==> src/rtl/trb_pkg.sv <==
package trb_pkg;

    typedef enum logic [3:0] {
        A_IDENT  = 4'd0,
        A_DEPTH  = 4'd1,
        A_WIDTH  = 4'd2,
        A_STATUS = 4'd3,
        A_DATA   = 4'd4,
        A_RDPTR  = 4'd5,
        A_WRPTR  = 4'd6,
        A_TCOUNT = 4'd7,
        A_CTRL   = 4'd8
    } reg_addr_e;

    localparam int ST_FULL  = 0;
    localparam int ST_TRIG  = 1;
    localparam int ST_DONE  = 2;
    localparam int ST_EMPTY = 3;

    localparam int CT_EN    = 0;
    localparam int CT_DEMUX = 1;

endpackage

==> src/rtl/trb_ring_ram.sv <==
module trb_ring_ram #(
    parameter int DEPTH = 16,
    parameter int WIDTH = 24,
    localparam int AW = $clog2(DEPTH)
) (
    input  logic             clk,
    input  logic             we,
    input  logic [AW-1:0]    waddr,
    input  logic [WIDTH-1:0] wdata,
    input  logic [AW-1:0]    raddr,
    output logic [WIDTH-1:0] rdata
);

    logic [WIDTH-1:0] mem [DEPTH];

    always_ff @(posedge clk) begin
        if (we) begin
            mem[waddr] <= wdata;
        end
    end

    assign rdata = mem[raddr];

endmodule

==> src/rtl/trb_capture.sv <==
module trb_capture #(
    parameter int DEPTH = 16,
    parameter int WIDTH = 24,
    localparam int AW = $clog2(DEPTH)
) (
    input  logic             clk,
    input  logic             rst_n,
    input  logic             cap_en,
    input  logic             restart,
    input  logic             in_valid,
    input  logic [WIDTH-1:0] in_word,
    input  logic             in_trig,
    input  logic             wp_ld,
    input  logic             cnt_ld,
    input  logic [31:0]      ld_val,
    output logic             ram_we,
    output logic [AW-1:0]    ram_waddr,
    output logic [WIDTH-1:0] ram_wdata,
    output logic [AW-1:0]    wp,
    output logic             full,
    output logic             triggered,
    output logic             acq_done,
    output logic             fmt_empty,
    output logic [31:0]      tcnt,
    output logic             done_pulse
);

    typedef struct packed {
        logic             pend;
        logic [WIDTH-1:0] pend_word;
        logic             pend_trig;
        logic [AW-1:0]    wp;
        logic             full;
        logic             trig;
        logic             acq;
        logic [31:0]      cnt;
    } cap_state_t;

    cap_state_t st_d, st_q;

    function automatic logic [AW-1:0] step(input logic [AW-1:0] p);
        return (p == AW'(DEPTH - 1)) ? '0 : p + 1'b1;
    endfunction

    logic store;
    logic trig_now;
    logic finish;

    always_comb begin
        st_d     = st_q;
        store    = st_q.pend && !st_q.acq;
        trig_now = st_q.trig || st_q.pend_trig;
        finish   = 1'b0;

        // formatter stage: one word in flight
        st_d.pend      = in_valid && cap_en;
        st_d.pend_word = in_word;
        st_d.pend_trig = in_trig;

        if (store) begin
            st_d.wp = step(st_q.wp);
            if (st_q.wp == AW'(DEPTH - 1)) begin
                st_d.full = 1'b1;
            end
            if (st_q.pend_trig) begin
                st_d.trig = 1'b1;
            end
            if (st_q.trig && st_q.cnt != 32'd0) begin
                st_d.cnt = st_q.cnt - 32'd1;
            end
            if (trig_now) begin
                finish = st_q.trig ? (st_q.cnt <= 32'd1) : (st_q.cnt == 32'd0);
            end
            if (finish) begin
                st_d.acq = 1'b1;
            end
        end

        if (restart) begin
            st_d.full = 1'b0;
            st_d.trig = 1'b0;
            st_d.acq  = 1'b0;
        end
        if (wp_ld) begin
            st_d.wp = ld_val[AW-1:0];
        end
        if (cnt_ld) begin
            st_d.cnt = ld_val;
        end
    end

    always_ff @(posedge clk or negedge rst_n) begin
        if (!rst_n) begin
            st_q <= '0;
        end else begin
            st_q <= st_d;
        end
    end

    assign ram_we     = store;
    assign ram_waddr  = st_q.wp;
    assign ram_wdata  = st_q.pend_word;
    assign wp         = st_q.wp;
    assign full       = st_q.full;
    assign triggered  = st_q.trig;
    assign acq_done   = st_q.acq;
    assign fmt_empty  = !st_q.pend;
    assign tcnt       = st_q.cnt;
    assign done_pulse = store && finish;

endmodule

==> src/rtl/trb_regs.sv <==
module trb_regs
    import trb_pkg::*;
#(
    parameter int          DEPTH    = 16,
    parameter int          WIDTH    = 24,
    parameter logic [31:0] ID_VALUE = 32'h5452_4201,
    localparam int AW = $clog2(DEPTH)
) (
    input  logic             clk,
    input  logic             rst_n,
    input  logic [3:0]       cfg_addr,
    input  logic [31:0]      cfg_wdata,
    input  logic             cfg_wr,
    input  logic             cfg_rd,
    input  logic             done_pulse,
    input  logic             full,
    input  logic             triggered,
    input  logic             acq_done,
    input  logic             fmt_empty,
    input  logic [AW-1:0]    wp,
    input  logic [31:0]      tcnt,
    input  logic [WIDTH-1:0] ram_rdata,
    output logic [31:0]      cfg_rdata,
    output logic             cap_en,
    output logic             demux,
    output logic             restart,
    output logic             wp_ld,
    output logic             cnt_ld,
    output logic [AW-1:0]    rp
);

    typedef struct packed {
        logic          en;
        logic          demux;
        logic [AW-1:0] rp;
    } reg_state_t;

    reg_state_t rs_d, rs_q;

    function automatic logic [AW-1:0] step(input logic [AW-1:0] p);
        return (p == AW'(DEPTH - 1)) ? '0 : p + 1'b1;
    endfunction

    logic wr_ctrl;

    always_comb begin
        rs_d    = rs_q;
        wr_ctrl = cfg_wr && (cfg_addr == A_CTRL);
        restart = wr_ctrl && cfg_wdata[CT_EN] && !rs_q.en;
        wp_ld   = cfg_wr && (cfg_addr == A_WRPTR);
        cnt_ld  = cfg_wr && (cfg_addr == A_TCOUNT);

        if (wr_ctrl) begin
            rs_d.en    = cfg_wdata[CT_EN];
            rs_d.demux = cfg_wdata[CT_DEMUX];
        end
        if (done_pulse) begin
            rs_d.en = 1'b0;
        end
        if (cfg_rd && (cfg_addr == A_DATA)) begin
            rs_d.rp = step(rs_q.rp);
        end
        if (cfg_wr && (cfg_addr == A_RDPTR)) begin
            rs_d.rp = cfg_wdata[AW-1:0];
        end
    end

    always_ff @(posedge clk or negedge rst_n) begin
        if (!rst_n) begin
            rs_q <= '0;
        end else begin
            rs_q <= rs_d;
        end
    end

    always_comb begin
        cfg_rdata = '0;
        case (reg_addr_e'(cfg_addr))
            A_IDENT:  cfg_rdata = ID_VALUE;
            A_DEPTH:  cfg_rdata = 32'(DEPTH);
            A_WIDTH:  cfg_rdata = 32'(WIDTH);
            A_STATUS: begin
                cfg_rdata[ST_FULL]  = full;
                cfg_rdata[ST_TRIG]  = triggered;
                cfg_rdata[ST_DONE]  = acq_done;
                cfg_rdata[ST_EMPTY] = fmt_empty;
            end
            A_DATA:   cfg_rdata[WIDTH-1:0] = ram_rdata;
            A_RDPTR:  cfg_rdata[AW-1:0] = rs_q.rp;
            A_WRPTR:  cfg_rdata[AW-1:0] = wp;
            A_TCOUNT: cfg_rdata = tcnt;
            A_CTRL: begin
                cfg_rdata[CT_EN]    = rs_q.en;
                cfg_rdata[CT_DEMUX] = rs_q.demux;
            end
            default:  cfg_rdata = '0;
        endcase
    end

    assign cap_en = rs_q.en;
    assign demux  = rs_q.demux;
    assign rp     = rs_q.rp;

endmodule

==> src/rtl/trace_ring_buf.sv <==
module trace_ring_buf #(
    parameter int          DEPTH    = 16,
    parameter int          WIDTH    = 24,
    parameter logic [31:0] ID_VALUE = 32'h5452_4201
) (
    input  logic             clk,
    input  logic             rst_n,
    input  logic             trc_valid,
    input  logic [WIDTH-1:0] trc_word,
    input  logic             trc_trig,
    input  logic [3:0]       cfg_addr,
    input  logic [31:0]      cfg_wdata,
    input  logic             cfg_wr,
    input  logic             cfg_rd,
    output logic [31:0]      cfg_rdata,
    output logic             demux_mode
);

    localparam int AW = $clog2(DEPTH);

    logic             cap_en;
    logic             restart;
    logic             wp_ld;
    logic             cnt_ld;
    logic             done_pulse;
    logic             ram_we;
    logic [AW-1:0]    ram_waddr;
    logic [WIDTH-1:0] ram_wdata;
    logic [WIDTH-1:0] ram_rdata;
    logic [AW-1:0]    wp;
    logic [AW-1:0]    rp;
    logic             full;
    logic             triggered;
    logic             acq_done;
    logic             fmt_empty;
    logic [31:0]      tcnt;

    trb_ring_ram #(.DEPTH(DEPTH), .WIDTH(WIDTH)) u_ram (
        .clk   (clk),
        .we    (ram_we),
        .waddr (ram_waddr),
        .wdata (ram_wdata),
        .raddr (rp),
        .rdata (ram_rdata)
    );

    trb_capture #(.DEPTH(DEPTH), .WIDTH(WIDTH)) u_cap (
        .clk        (clk),
        .rst_n      (rst_n),
        .cap_en     (cap_en),
        .restart    (restart),
        .in_valid   (trc_valid),
        .in_word    (trc_word),
        .in_trig    (trc_trig),
        .wp_ld      (wp_ld),
        .cnt_ld     (cnt_ld),
        .ld_val     (cfg_wdata),
        .ram_we     (ram_we),
        .ram_waddr  (ram_waddr),
        .ram_wdata  (ram_wdata),
        .wp         (wp),
        .full       (full),
        .triggered  (triggered),
        .acq_done   (acq_done),
        .fmt_empty  (fmt_empty),
        .tcnt       (tcnt),
        .done_pulse (done_pulse)
    );

    trb_regs #(.DEPTH(DEPTH), .WIDTH(WIDTH), .ID_VALUE(ID_VALUE)) u_regs (
        .clk        (clk),
        .rst_n      (rst_n),
        .cfg_addr   (cfg_addr),
        .cfg_wdata  (cfg_wdata),
        .cfg_wr     (cfg_wr),
        .cfg_rd     (cfg_rd),
        .done_pulse (done_pulse),
        .full       (full),
        .triggered  (triggered),
        .acq_done   (acq_done),
        .fmt_empty  (fmt_empty),
        .wp         (wp),
        .tcnt       (tcnt),
        .ram_rdata  (ram_rdata),
        .cfg_rdata  (cfg_rdata),
        .cap_en     (cap_en),
        .demux      (demux_mode),
        .restart    (restart),
        .wp_ld      (wp_ld),
        .cnt_ld     (cnt_ld),
        .rp         (rp)
    );

endmodule

==> config.mk <==
export PLATFORM = sky130hd
export DESIGN_NAME = trace_ring_buf
export DESIGN_NICKNAME = d
export VERILOG_FILES = /design/src/rtl/trb_pkg.sv /design/src/rtl/trb_ring_ram.sv /design/src/rtl/trb_capture.sv /design/src/rtl/trb_regs.sv /design/src/rtl/trace_ring_buf.sv
export SDC_FILE = /design/constraint.sdc
export NUM_CORES = 1
export LEC_CHECK = 0
export ABC_CLOCK_PERIOD_IN_PS = 5300
export BUFFER_PORTS_ARGS = -buffer_cell sky130_fd_sc_hd__buf_2
export CORE_ASPECT_RATIO = 0.75
export CORE_UTILIZATION = 35
export DETAILED_ROUTE_END_ITERATION = 16
export MAX_ROUTING_LAYER = met4
export SETUP_SLACK_MARGIN = 0.3
export SYNTH_ARGS = -nofsm -noshare
export SYNTH_HDL_FRONTEND = slang
export SYNTH_SLANG_ARGS = --single-unit
==> constraint.sdc <==
create_clock -name clk -period 5.3 [get_ports clk]
set_clock_uncertainty 0.2 [all_clocks]
set_input_delay 0.265 -clock clk [delete_from_list [all_inputs] [get_ports clk]]
set_output_delay 0.265 -clock clk [all_outputs]
set_load 0.01 [all_outputs]
==> run_results.csv <==
group,metric,value,unit
worst_setup_path,cp_num_buf_inv,1,
logic_synthesis,ys_warn_count,0,
timing,finalMaxSlewViolations,0,
floorplanning,start_util,35.7,%
worst_hold_path,min_path_type,"input pin to flop",
outcome,status,"complete, no violations",
pwr,power.total,9.00,mW
global_route,grt_max_degree,64,
routing,wirelength,46900,microns
clocking,htreeDepth,2,
final_layout,drive_gt1_share,27.6,%
timing,fmax,247,MHz
logic_synthesis,ys_types,64,
global_route,overflow,0,
logic_synthesis,synth_edf_count,384,
worst_setup_path,cp.required,5.59,ns
pwr,leakage,7.20,nW
worst_setup_path,crit_fanout,27,
global_route,grt_pass1_vias,10671,
routing,wl_met1,21400,microns
worst_setup_path,critical_path.cell_chain,"nor4_1 -> and4_1 -> and3_1 -> o21ai_0 -> a31oi_1 -> dlygate4sd3_1",
timing,relSlewSlack,21.5,%
logic_synthesis,syn_area,18600,sq um
worst_setup_path,critical_path.top_delay_family,"simple AND/OR/NAND/NOR gates",
floorplanning,die_y,201,microns
logic_synthesis,synthesis.instances,1022,
final_layout,final_cell_area,21900,sq um
timing,holdWs,0.0591,ns
routing,wire_per_inst,24.4,microns
final_layout,fillers,4600,
routing,antenna_left,0,
clocking,cts_tree,"built",
worst_setup_path,cp.arrival,4.34,ns
clocking,clk_path_buf_depth,3,
floorplanning,core-area,52000,sq um
worst_setup_path,critPathSlowestCell,"and3_1",
placed_design,place_congestion,0.935,
logic_synthesis,ys_ff_latch,455,
floorplanning,rows,72,
floorplanning,die_area,54000,sq um
routing,drtPass1Iterations,5,
logic_synthesis,synth-async-reset-ratio,15.6,%
routing,routed-wl-met2,21200,microns
routing,vias_per_cell,5.46,
global_route,antenna_found_initial,0,
timing,hold_viol,0,
final_layout,areaGrowthSynthToFinish,18.1,%
timing,fin_crit,4.05,ns
worst_setup_path,slowest_delay,0.92,ns
worst_setup_path,end_kind,"flop",
logic_synthesis,ys.flop_type,"edfxtp_1",
timing,setup-tns-final,0,ns
global_route,grt_pass1_wl,70200,microns
clocking,post-cts-setup-buffers,0,
clocking,cts_inserted_buffers,41,
job,cap_violations,0,
clocking,clk_latency,0.55,ns
timing,rsz0062_at_grt,"false",
routing,met3WireLength,3280,microns
logic_synthesis,avgSynthCellArea,18.2,sq um
pwr,ir_worst_vdd,0.000216,V
clocking,clkSinkCount,455,
timing,fin_crit_sh,76.5,%
clocking,root_buffer,"clkbuf_16",
placed_design,placed_cell_area,20000,sq um
routing,top_layer_used,"met4",
worst_setup_path,critical_path_class,"flop to flop",
floorplanning,ios,99,
logic_synthesis,ys_seq_area_share,71.7,%
final_layout,n_antenna_cell,0,
routing,dr_total_vias,10492,
pwr,p_per_area,410,nW/um^2
timing,tightest_slew,1.18,ns
placed_design,place_hpwl,27500,microns
routing,drc,0,
logic_synthesis,synth_nets,1096,
floorplanning,die_w,268,microns
worst_setup_path,start_kind,"flop",
clocking,path_clk_slew,0.07,ns
final_layout,nets,1261,
routing,drt_iter0_markers,1229,
global_route,grtUsageTotal,18.3,%
placed_design,portBuffers,98,
timing,setup_viol,0,
worst min-delay path, delay by kind of cell:
kind | cells | cell delay (ns)
compound gates | 2 | 0.21
simple gates | 1 | 0.19
buf+inv | 1 | 0.10
layer usage:
layer  up-vias  GRT usage (%)
li1       4524              -
met2       402           26.2
met4         0           4.76
met3        74           3.08
met1      5492           26.9
met5         -              -
synth_stat cells (all sizes together) (7+ instances only):
master | n | area (sq um)
a31oi | 16 | 100
ha | 8 | 100
nand2 | 44 | 165
buf | 19 | 93.8
mux4 | 112 | 2520
a32o | 14 | 140
dfrtp | 71 | 1780
nor3 | 16 | 80.1
a22oi | 20 | 150
xnor2 | 7 | 61.3
and2 | 9 | 56.3
o211ai | 7 | 52.6
or4 | 16 | 129
clkbuf | 43 | 161
o21ai | 26 | 130
a21oi | 18 | 90.1
nor2 | 51 | 191
inv | 11 | 41.3
or3 | 13 | 86.3
nand3 | 24 | 120
edfxtp | 384 | 11500
repair_timing:
item                      CTS  global route
resized for setup           0             0
hold endpoints to repair  108             0
hold buffers               61             0
sequential cells by signal, indices dropped and copies added, names as in the netlist:
register	cells
u_cap.full	1
u_regs.cap_en	1
u_cap.acq_done	1
u_cap.tcnt	32
u_cap.ram_wdata	24
u_cap.triggered	1
u_cap.ram_waddr	4
u_regs.rp	4
u_cap.st_q	2
u_ram.mem	384
u_regs.demux	1
cells in the final DEF, fill, tap and decap left out, drive strengths merged, types with 8 or more instances in the layout:
cell / instances
nand2: 44
clkinv: 16
o21ai: 26
a21oi: 18
clkbuf: 54
dlygate4sd3: 61
or3: 13
mux4: 112
edfxtp: 384
inv: 11
a31oi: 16
buf: 123
or4: 16
a32o: 14
a22oi: 20
dfrtp: 71
and2: 9
nor3: 16
ha: 8
nand3: 24
nor2: 51
layout make-up:
class	count	area (sq um)	share of cell area, %
Sequential cell	455	13300	60.7
Clock inverter	20	183	0.833
Multi-Input combinational cell	494	5080	23.2
Inverter	11	41.3	0.188
Clock buffer	54	1130	5.14
Timing Repair Buffer	184	1300	5.95
Tap cell	703	880	4.01
cells by family (layout without fill, tap and decap cells):
group / after synthesis / in the layout / share of synthesized area, %
flops: 455 / 455 / 71.7
simple gates: 219 / 219 / 6.50
compound gates: 138 / 138 / 5.23
mux: 121 / 121 / 14.1
buf+inv: 73 / 269 / 1.60
fa+ha+maj: 8 / 8 / 0.539
xor+xnor: 8 / 8 / 0.377
per-stage QoR:
stage	setup slack, ns	utilization (%)	instances
2_1_floorplan	2.00	-	1022
3_5_place_dp	1.84	38.5	1786
5_1_grt	1.05	42.2	1921
3_3_place_gp	1.87	38.5	1786
4_1_cts	1.24	42.2	1921
6_report	1.25	42.2	1921
report_power, final:
| group | internal (mW) | switching, mW |
|---|---|---|
| registers | 4.12 | 0.380 |
| clock network | 1.65 | 1.29 |
| logic | 0.793 | 0.772 |
| total | 6.56 | 2.44 |
path summary, 6_finish.rpt:
kind	slack [ns]	from	endpoint	depth (start not counted)
setup / recovery	1.25	u_cap.tcnt[20]	u_cap.tcnt[4]	6
hold / removal	0.06	cfg_rd	u_regs.rp[0]	4
setup reg to reg	1.25	u_cap.tcnt[20]	u_cap.tcnt[4]	6
hold reg to reg	0.31	u_cap.full	u_cap.full	1
max in group asynchronous	3.78	rst_n	u_regs.rp[0]	3
min in group asynchronous	0.09	rst_n	u_cap.ram_wdata[6]	2
(Power assumes the default switching activity.)
